[src/rtl/nxpc_pkg.sv]
package nxpc_pkg;

  typedef enum logic [2:0] {
    CF_SEQ  = 3'd0,
    CF_BEQ  = 3'd1,
    CF_BNE  = 3'd2,
    CF_JMP  = 3'd3,
    CF_JAL  = 3'd4,
    CF_JR   = 3'd5,
    CF_JALR = 3'd6,
    CF_RSVD = 3'd7
  } cflow_e;

  function automatic logic cls_links(cflow_e c);
    return (c == CF_JAL) || (c == CF_JALR);
  endfunction

  function automatic logic cls_is_branch(cflow_e c);
    return (c == CF_BEQ) || (c == CF_BNE);
  endfunction

endpackage

[src/rtl/nxpc_target.sv]
module nxpc_target #(
  parameter int XLEN   = 32,
  parameter int IMM_W  = 16,
  parameter int JIDX_W = 26
) (
  input  logic [XLEN-1:0]   pc_cur,
  input  logic [IMM_W-1:0]  br_off,
  input  logic [JIDX_W-1:0] jmp_field,
  output logic [XLEN-1:0]   seq_pc,
  output logic [XLEN-1:0]   br_target,
  output logic [XLEN-1:0]   jmp_target
);
  localparam int ALIGN_W = 2;
  localparam int HI_W    = XLEN - JIDX_W - ALIGN_W;
  localparam int EXT_W   = XLEN - IMM_W - ALIGN_W;

  function automatic logic [XLEN-1:0] step_word(logic [XLEN-1:0] a);
    return a + XLEN'(4);
  endfunction

  function automatic logic [XLEN-1:0] word_disp(logic [IMM_W-1:0] off);
    return {{EXT_W{off[IMM_W-1]}}, off, {ALIGN_W{1'b0}}};
  endfunction

  function automatic logic [XLEN-1:0] region_addr(logic [XLEN-1:0] base,
                                                  logic [JIDX_W-1:0] idx);
    return {base[XLEN-1 -: HI_W], idx, {ALIGN_W{1'b0}}};
  endfunction

  always_comb begin
    seq_pc     = step_word(pc_cur);
    br_target  = seq_pc + word_disp(br_off);
    jmp_target = region_addr(seq_pc, jmp_field);
  end
endmodule

[src/rtl/nxpc_cond.sv]
module nxpc_cond #(
  parameter int XLEN = 32
) (
  input  logic [XLEN-1:0] cmp_a,
  input  logic [XLEN-1:0] cmp_b,
  input  logic            want_eq,
  input  logic            want_ne,
  output logic            br_taken
);
  logic same;

  always_comb begin
    same     = (cmp_a ^ cmp_b) == '0;
    br_taken = (want_eq & same) | (want_ne & ~same);
  end
endmodule

[src/rtl/nxpc_link.sv]
module nxpc_link #(
  parameter int XLEN     = 32,
  parameter int RIDX_W   = 5,
  parameter int LINK_REG = 31
) (
  input  logic              do_link,
  input  logic              use_given,
  input  logic [RIDX_W-1:0] given_idx,
  input  logic [XLEN-1:0]   ret_addr,
  output logic              link_we,
  output logic [RIDX_W-1:0] link_idx,
  output logic [XLEN-1:0]   link_val
);
  localparam logic [RIDX_W-1:0] DEF_IDX = RIDX_W'(LINK_REG);

  always_comb begin
    link_idx = use_given ? given_idx : DEF_IDX;
    link_val = ret_addr;
    link_we  = do_link && (link_idx != '0);
  end
endmodule

[src/rtl/nxpc_unit.sv]
module nxpc_unit #(
  parameter int XLEN     = 32,
  parameter int IMM_W    = 16,
  parameter int JIDX_W   = 26,
  parameter int RIDX_W   = 5,
  parameter int LINK_REG = 31
) (
  input  logic [XLEN-1:0]   pc_cur,
  input  logic [2:0]        ctl_class,
  input  logic [IMM_W-1:0]  br_off,
  input  logic [JIDX_W-1:0] jmp_field,
  input  logic [XLEN-1:0]   ind_addr,
  input  logic [XLEN-1:0]   cmp_a,
  input  logic [XLEN-1:0]   cmp_b,
  input  logic              jalr_dst_vld,
  input  logic [RIDX_W-1:0] jalr_dst,
  output logic [XLEN-1:0]   pc_next,
  output logic              link_we,
  output logic [RIDX_W-1:0] link_idx,
  output logic [XLEN-1:0]   link_val
);
  import nxpc_pkg::*;

  cflow_e          cls;
  logic [XLEN-1:0] seq_pc;
  logic [XLEN-1:0] br_target;
  logic [XLEN-1:0] jmp_target;
  logic            br_taken;
  logic            do_link;
  logic            dst_given;

  assign cls       = cflow_e'(ctl_class);
  assign do_link   = cls_links(cls);
  assign dst_given = (cls == CF_JALR) && jalr_dst_vld;

  nxpc_target #(.XLEN(XLEN), .IMM_W(IMM_W), .JIDX_W(JIDX_W)) u_tgt (
    .pc_cur     (pc_cur),
    .br_off     (br_off),
    .jmp_field  (jmp_field),
    .seq_pc     (seq_pc),
    .br_target  (br_target),
    .jmp_target (jmp_target)
  );

  nxpc_cond #(.XLEN(XLEN)) u_cond (
    .cmp_a    (cmp_a),
    .cmp_b    (cmp_b),
    .want_eq  (cls == CF_BEQ),
    .want_ne  (cls == CF_BNE),
    .br_taken (br_taken)
  );

  nxpc_link #(.XLEN(XLEN), .RIDX_W(RIDX_W), .LINK_REG(LINK_REG)) u_link (
    .do_link   (do_link),
    .use_given (dst_given),
    .given_idx (jalr_dst),
    .ret_addr  (seq_pc),
    .link_we   (link_we),
    .link_idx  (link_idx),
    .link_val  (link_val)
  );

  always_comb begin
    unique case (cls)
      CF_BEQ, CF_BNE: pc_next = br_taken ? br_target : seq_pc;
      CF_JMP, CF_JAL: pc_next = jmp_target;
      CF_JR, CF_JALR: pc_next = ind_addr;
      default:        pc_next = seq_pc;
    endcase
  end
endmodule

[config.mk]
export PLATFORM = sky130hd
export DESIGN_NAME = nxpc_unit
export DESIGN_NICKNAME = d
export VERILOG_FILES = /design/src/rtl/nxpc_pkg.sv /design/src/rtl/nxpc_target.sv /design/src/rtl/nxpc_cond.sv /design/src/rtl/nxpc_link.sv /design/src/rtl/nxpc_unit.sv
export SDC_FILE = /design/constraint.sdc
export NUM_CORES = 1
export LEC_CHECK = 0
export BUFFER_PORTS_ARGS = -buffer_cell sky130_fd_sc_hd__clkbuf_2
export CAP_MARGIN = 30
export CELL_PAD_IN_SITES_DETAIL_PLACEMENT = 1
export CELL_PAD_IN_SITES_GLOBAL_PLACEMENT = 1
export CORE_ASPECT_RATIO = 0.9
export CORE_UTILIZATION = 30
export DETAILED_ROUTE_END_ITERATION = 7
export PLACE_DENSITY = 0.83
export SLEW_MARGIN = 30
export SYNTH_ARGS = -nofsm -noshare
export SYNTH_HDL_FRONTEND = slang
export SYNTH_SLANG_ARGS = --single-unit
[constraint.sdc]
create_clock -name vclk -period 3.55
set_input_delay 0 -clock vclk [all_inputs]
set_output_delay 0 -clock vclk [all_outputs]
set_load 0.005 [all_outputs]
==> run metrics, run 1 <==
gr usage total=between 20% and 30%; first-pass GRT wire length=between 20000 and 30000 um; drt drc=40; Setup CP Type=in2out; initial DRC count=261; Final #Nets=roughly 1100; Yosys top cell area share=10.9%; Chip Height=113 um; sequential cell count=0; hpwl dp=16500 um; port bufs=about 250; P per Cell Area=156 mW/mm2; crit end category=output port; CP cell instances=clkbuf_2 > and3_4 > and3_1 > and2_4 > nand3_2 > xnor2_1 > ha_1 > nand4_1 > nor2_1 > a21oi_2 > a31oi_2 > o211ai_1 > nand3b_1 > and3_1 > o2111ai_1 > or3b_1 > clkbuf_2; initial antenna violation count=1; synth top area cells=xor2_1 (11%), a21oi_1 (10%), ha_1 (10%), xnor2_1 (6.6%), maj3_1 (5.9%); crit path max fanout=4; Layout area overhead=44.3%; Via Count=~5700; Yosys warnings=0; M2 GR Usage=48.7%; Hold WC Path Type=in2out; CP startpoint kind=input pin; synthesized area per cell=6.77 um2; row count=40; Fin. Hold Viols=0; largest net degree at the start of global routing=31; vias in the first global route=5776; met1 Use GR=32.1%; Max transition margin=41.9%; worst path bufs/invs=2; Die X=125 um; fin cells=1045; post-synthesis cell type count=about 60; Core ar.=0.0134 mm2; I/O pins=about 250; Max VDD drop=slightly below 0.06 mV; vias per cell=5.50; # placed instances=1039; grt peak-use layer=met2; leakage power=3.01 nW; RD Place Congestion=0.937; Initial Utilization=30.7%; gr ovfl total=0; routed wire length=slightly below 20000 um; Worst Path Required=~3.6 ns; Seq. cell area=0 um2; crit path max-delay cell type=or3b_1; met3 usage=between 1.5 and 2%; crit-path leading delay family=simple AND/OR/NAND/NOR gates; Cell Area, Synth=approximately 0.004 mm2; Die ar.=around 0.014 mm2; Slew @ Worst Pin=a little under 0.9 ns; Pwr Total=around 0.92 mW; FILL cells=1842; failing checks=DRC; Net Count, Synth=820; Final Slew Violations=0; maximum single-stage delay on the critical path=0.38 ns; antenna-violating nets left=0; Mapped Cells=606; Setup violations, final=0; Fmax=293 MHz; cell taking the most area after synthesis=xor2_1; layout cells sized above 1=about two fifths; period utilisation layout=96.2%; Pre-antenna DRT Iters=7; register area share after synthesis=0%; status=finished with violations; # Max-Cap Violations=0; Routed WL per cell=18.5 um; unrepaired setup endpoints after global routing=yes; fin crit period=3.41 ns; Worst EP arrival=approximately 3.4 ns; # clk buffers=0
layout by cell type (no fill, tap or decap), types with 27 or more instances in the layout:
master / instances
clkbuf_2: 249
a21oi_1: 82
buf_4: 57
xor2_1: 50
nand2_1: 48
inv_1: 33
nor2_1: 32
ha_1: 31
xnor2_1: 30
o21ai_0: 27
metrics by stage:
stage          worst slack, ns  util, %  TNS (ns)  hold WS [ns]  instance area, um2
3_3_place_gp            0.0204     43.4         0         0.211                5800
6_report                 0.135     44.3         0         0.207                5920
4_1_cts                0.00894     43.4         0         0.209                5800
5_1_grt                -0.0150     44.3   -0.0212         0.213                5920
3_5_place_dp           -0.0329     43.4   -0.0747         0.208                5800
2_1_floorplan            0.546        -         0        0.0366                4100
kinds of logic (layout without fill, tap and decap cells):
logic type	Yosys count	after routing	synth area share, %
adder cells (fa/ha/maj)	59	59	16.7
XOR/XNOR	82	82	17.5
AO/OA/AOI/OAI	226	226	37.4
buffers and inverters	70	340	6.74
other	0	1	0
AND/OR/NAND/NOR	162	162	19.7
multiplexers	7	7	1.89
final cells by class:
cell class / count / area (um2) / share of cell area, %
tap: 168 / 210 / 3.55
multi-input combinational: 536 / 3900 / 66.0
timing repair buffer: 306 / 1670 / 28.3
antenna: 1 / 2.50 / 0.0423
inverter: 34 / 128 / 2.16
Yosys cell counts, types with 7 or more instances:
master    count
o21a_1       12
nand4_1      11
ha_1         34
a221oi_1     18
xor2_1       51
xnor2_1      31
nand3_1      16
a221o_1      10
and3_1        7
maj3_1       24
a21oi_1      85
nor2_1       36
inv_1        33
a21o_1       18
a31oi_1       7
clkbuf_1     28
nor4_1       11
o21ai_0      31
nand2_1      48
timing repair:
item / CTS / global route
endpoints found under the setup margin: 4 / 12
pin swaps: 1 / 14
buffers inserted: 0 / 5
endpoints found under the hold margin: 0 / 0
hold buffers: 0 / 0
gates resized for setup: 1 / 23
where the power goes:
group | total, mW | switching [mW] | internal (mW)
clock network | 0.0000000377 | 0 | 0.0000000377
registers | 0 | 0 | 0
logic | 0.922 | 0.497 | 0.425
total | 0.922 | 0.497 | 0.425
worst paths after layout:
| check | end | cells after the start | from |
|---|---|---|---|
| max | pc_next[31] | 17 | pc_cur[4] |
| min | link_val[1] | 2 | pc_cur[1] |
layer usage:
layer / vias up / routed length, um
li1: 2780 / -
met1: 2725 / 8160
met2: 210 / 9520
met3: 29 / 1140
met4: 0 / 465
met5: - / 0
Note: power is estimated with default switching activity, not from simulation.
==> run 2, diff against run 1 <==
CORE_MARGIN = 2   (was not set)
PLACE_DENSITY = 0.78   (was 0.83)
SYNTH_HIERARCHICAL = 1   (was not set)
==> run 2 against run 1 <==
Net effect: highest routed layer unchanged; critical endpoint unchanged; synthesized area rose by 11%; the flow now finishes without violations; largest power group unchanged; utilization down 6.1 points; critical path depth increased by 1.
==> run metrics, run 2 <==
Die X=134 um (was 125 um); RD Place Congestion=0.920 (was 0.937); Yosys warnings=6 (was 0); top-count cell post-synth=buf_4 (was a21oi_1); vias per cell=5.50 (about the same); hold endpoint=link_val[1] (unchanged); unrepaired setup endpoints after global routing=no (was yes); top cells by count, synth=buf_4 (68), xor2_1 (46), xnor2_1 (42) (was a21oi_1 (85), xor2_1 (51), nand2_1 (48)); Internal=0.408 mW (was 0.425 mW); # Max-Cap Violations=0 (unchanged); Final #Nets=1003 (was 1092); crit end category=output port (unchanged); post-route cell area=0.00563 mm2 (was 0.00592 mm2); Clock power frac=0% (about the same); Setup CP Type=in2out (unchanged); first-pass GRT wire length=28700 um (was 29500 um); Max transition margin=49.3% (was 41.9%); vias in the first global route=5404 (was 5776); Core ar.=0.0148 mm2 (was 0.0134 mm2); Yosys top cell area share=11.3% (was 10.9%); P per Cell Area=158 mW/mm2 (was 156 mW/mm2); layout cells sized above 1=41.5% (was 40.2%); Post-Synth Adder-Cell Area=10.0% (was 16.7%); Routed WL per cell=19.2 um (was 18.5 um); synth top area cells=buf_4 (11%), ha_1 (9.1%), xor2_1 (8.9%), xnor2_1 (8.1%), a221o_1 (7.1%) (was xor2_1 (11%), a21oi_1 (10%), ha_1 (10%), xnor2_1 (6.6%), maj3_1 (5.9%)); Fin. Hold Viols=0 (unchanged); leakage power=2.83 nW (was 3.01 nW); gr ovfl total=0 (unchanged); combinational fraction of design power=100.0% (about the same); Initial Utilization=30.7% (about the same); fin cells=986 (was 1045); Mapped Cells=593 (was 606); I/O pins=249 (unchanged); commonest non-fill, non-tap cells in the layout=clkbuf_2 (249), xor2_1 (46), buf_4 (45), xnor2_1 (40), a21oi_1 (34) (was clkbuf_2 (249), a21oi_1 (82), buf_4 (57), xor2_1 (50), nand2_1 (48)); most common cell after layout, fill and taps aside=clkbuf_2 (unchanged); initial antenna violation count=0 (was 1); crit path max fanout=3 (was 4); # placed instances=984 (was 1039); sequential cell count=0 (unchanged); Chip Height=121 um (was 113 um); drt drc=0 (was 40); post-synthesis simple-gate area fraction=15.7% (was 19.7%); gr usage total=22.1% (was 25.9%); Setup TNS=0 ns (unchanged); Final Slew Violations=0 (unchanged); register area share after synthesis=0% (unchanged); Worst EP arrival=3.40 ns (was 3.41 ns); Setup violations, final=0 (unchanged); largest family of logic cells by synthesized area=compound AO/OA/AOI/OAI gates (unchanged); Seq. cell area=0 um2 (unchanged); Worst Path Required=3.55 ns (about the same); cell taking the most area after synthesis=buf_4 (was xor2_1); switching share of power=54.0% (was 53.9%); mux contribution to synthesized area=7.09% (was 1.89%); hpwl dp=16100 um (was 16500 um); switching power total=0.480 mW (was 0.497 mW); post-synthesis cell type count=66 (was 61); initial DRC count=358 (was 261); port bufs=249 (unchanged); Pre-antenna DRT Iters=5 (was 7); Fmax=294 MHz (was 293 MHz); row count=42 (was 40); ANT cells=0 (was 1); post-synthesis xor/xnor area fraction=17.5% (about the same); CP startpoint kind=input pin (unchanged); # clk buffers=0 (unchanged); antenna-violating nets left=0 (unchanged); sequential power share=0% (about the same); synthesized area per cell=7.65 um2 (was 6.77 um2); Cell Area, Synth=0.00454 mm2 (was 0.00410 mm2); fin crit period=3.40 ns (was 3.41 ns); Layout area overhead=24.1% (was 44.3%); routed wire length=19000 um (was 19300 um); post-synthesis compound-gate area fraction=31.6% (was 37.4%); status=completed (was finished with violations); Die ar.=0.0161 mm2 (was 0.0141 mm2); Hold WC Path Type=in2out (unchanged); largest net degree at the start of global routing=32 (was 31); period utilisation layout=95.8% (was 96.2%); Slew @ Worst Pin=0.759 ns (was 0.869 ns); HP Start=pc_cur[1] (unchanged); hold depth=2 (unchanged); FILL cells=1932 (was 1842); area post-placement=0.00558 mm2 (was 0.00580 mm2); Pwr Total=0.889 mW (was 0.922 mW); Max VDD drop=0.0406 mV (was 0.0588 mV); Via Count=5420 (was 5744)
[run 2: changes by cell type after synthesis, sizes merged, moves of 26 or more]
cell,delta
clkbuf,-26
a22oi,+26
mux2i,+30
a21oi,-49
buf,+90
o22ai,+29
[run 2: cells by family after synthesis]
group,after synthesis
simple gates,129
buf+inv,108
mux,32
other cells,1
compound gates,198
fa+ha+maj,36
xor+xnor,89
[run 2: worst max-delay path by stage]
stage	slack (ns)	start	endpoint	cells past startpoint
after global routing	0.002	pc_cur[4]	pc_next[30]	17
after CTS	0.002	pc_cur[4]	pc_next[31]	18
final	0.15	pc_cur[4]	pc_next[31]	18
after detailed placement	-0.09	pc_cur[4]	pc_next[31]	18
after floorplan	0.27	pc_cur[4]	pc_next[31]	17
after global placement	0.02	pc_cur[4]	pc_next[31]	18
[run 2: final cells by class]
cell class / instances / area [um2] / share of cell area (%)
inverter: 8 / 30.0 / 0.533
multi-input combinational: 486 / 3770 / 66.9
tap: 198 / 248 / 4.40
timing repair buffer: 294 / 1580 / 28.1
[run 2: power by group through the flow]
| stage | clock network, mW | registers (mW) | logic, mW |
|---|---|---|---|
| floorplan | 0 | 0 | 0.586 |
| global placement | 0 | 0 | 0.864 |
| detailed placement | 0 | 0 | 0.875 |
| CTS | 0 | 0 | 0.881 |
| global route | 0 | 0 | 0.968 |
| finish | 0 | 0 | 0.889 |
[run 2: per-layer routing]
layer	track usage [%]	vias to the layer above	wire length [um]
met5	0	-	0
met4	3.19	0	333
met3	2.22	24	1110
met2	41.0	211	9500
met1	28.1	2595	8030
li1	-	2590	-
[run 2: per-stage QoR]
stage / hold slack [ns] / setup WS (ns) / util (%)
2_1_floorplan: 0.0907 / 0.270 / -
3_3_place_gp: 0.202 / 0.0240 / 37.8
3_5_place_dp: 0.203 / -0.0900 / 37.8
4_1_cts: 0.203 / 0.00230 / 37.9
5_1_grt: 0.213 / 0.00150 / 38.1
6_report: 0.200 / 0.148 / 38.1
[run 2: timing repair]
action | 4_1_cts | 5_1_grt
hold buffers | 0 | 0
setup endpoints to repair | 1 | 5
hold endpoints to repair | 0 | 0
buffers inserted | 0 | 2
pin swaps | 1 | 3
gates resized for setup | 2 | 8
[run 2: critical path: stages]
cell and delay (ns):
clkbuf_2 0.09, and4_4 0.22, and4_4 0.24, and2b_2 0.19, nand2_2 0.08, nor2_2 0.16
nand2_1 0.11, xnor2_2 0.15, ha_1 0.29, a21o_1 0.21, a21o_1 0.19, a21oi_2 0.16
o21ai_1 0.09, a221o_1 0.36, a41oi_2 0.18, xnor3_1 0.23, a221o_1 0.32, clkbuf_2 0.12
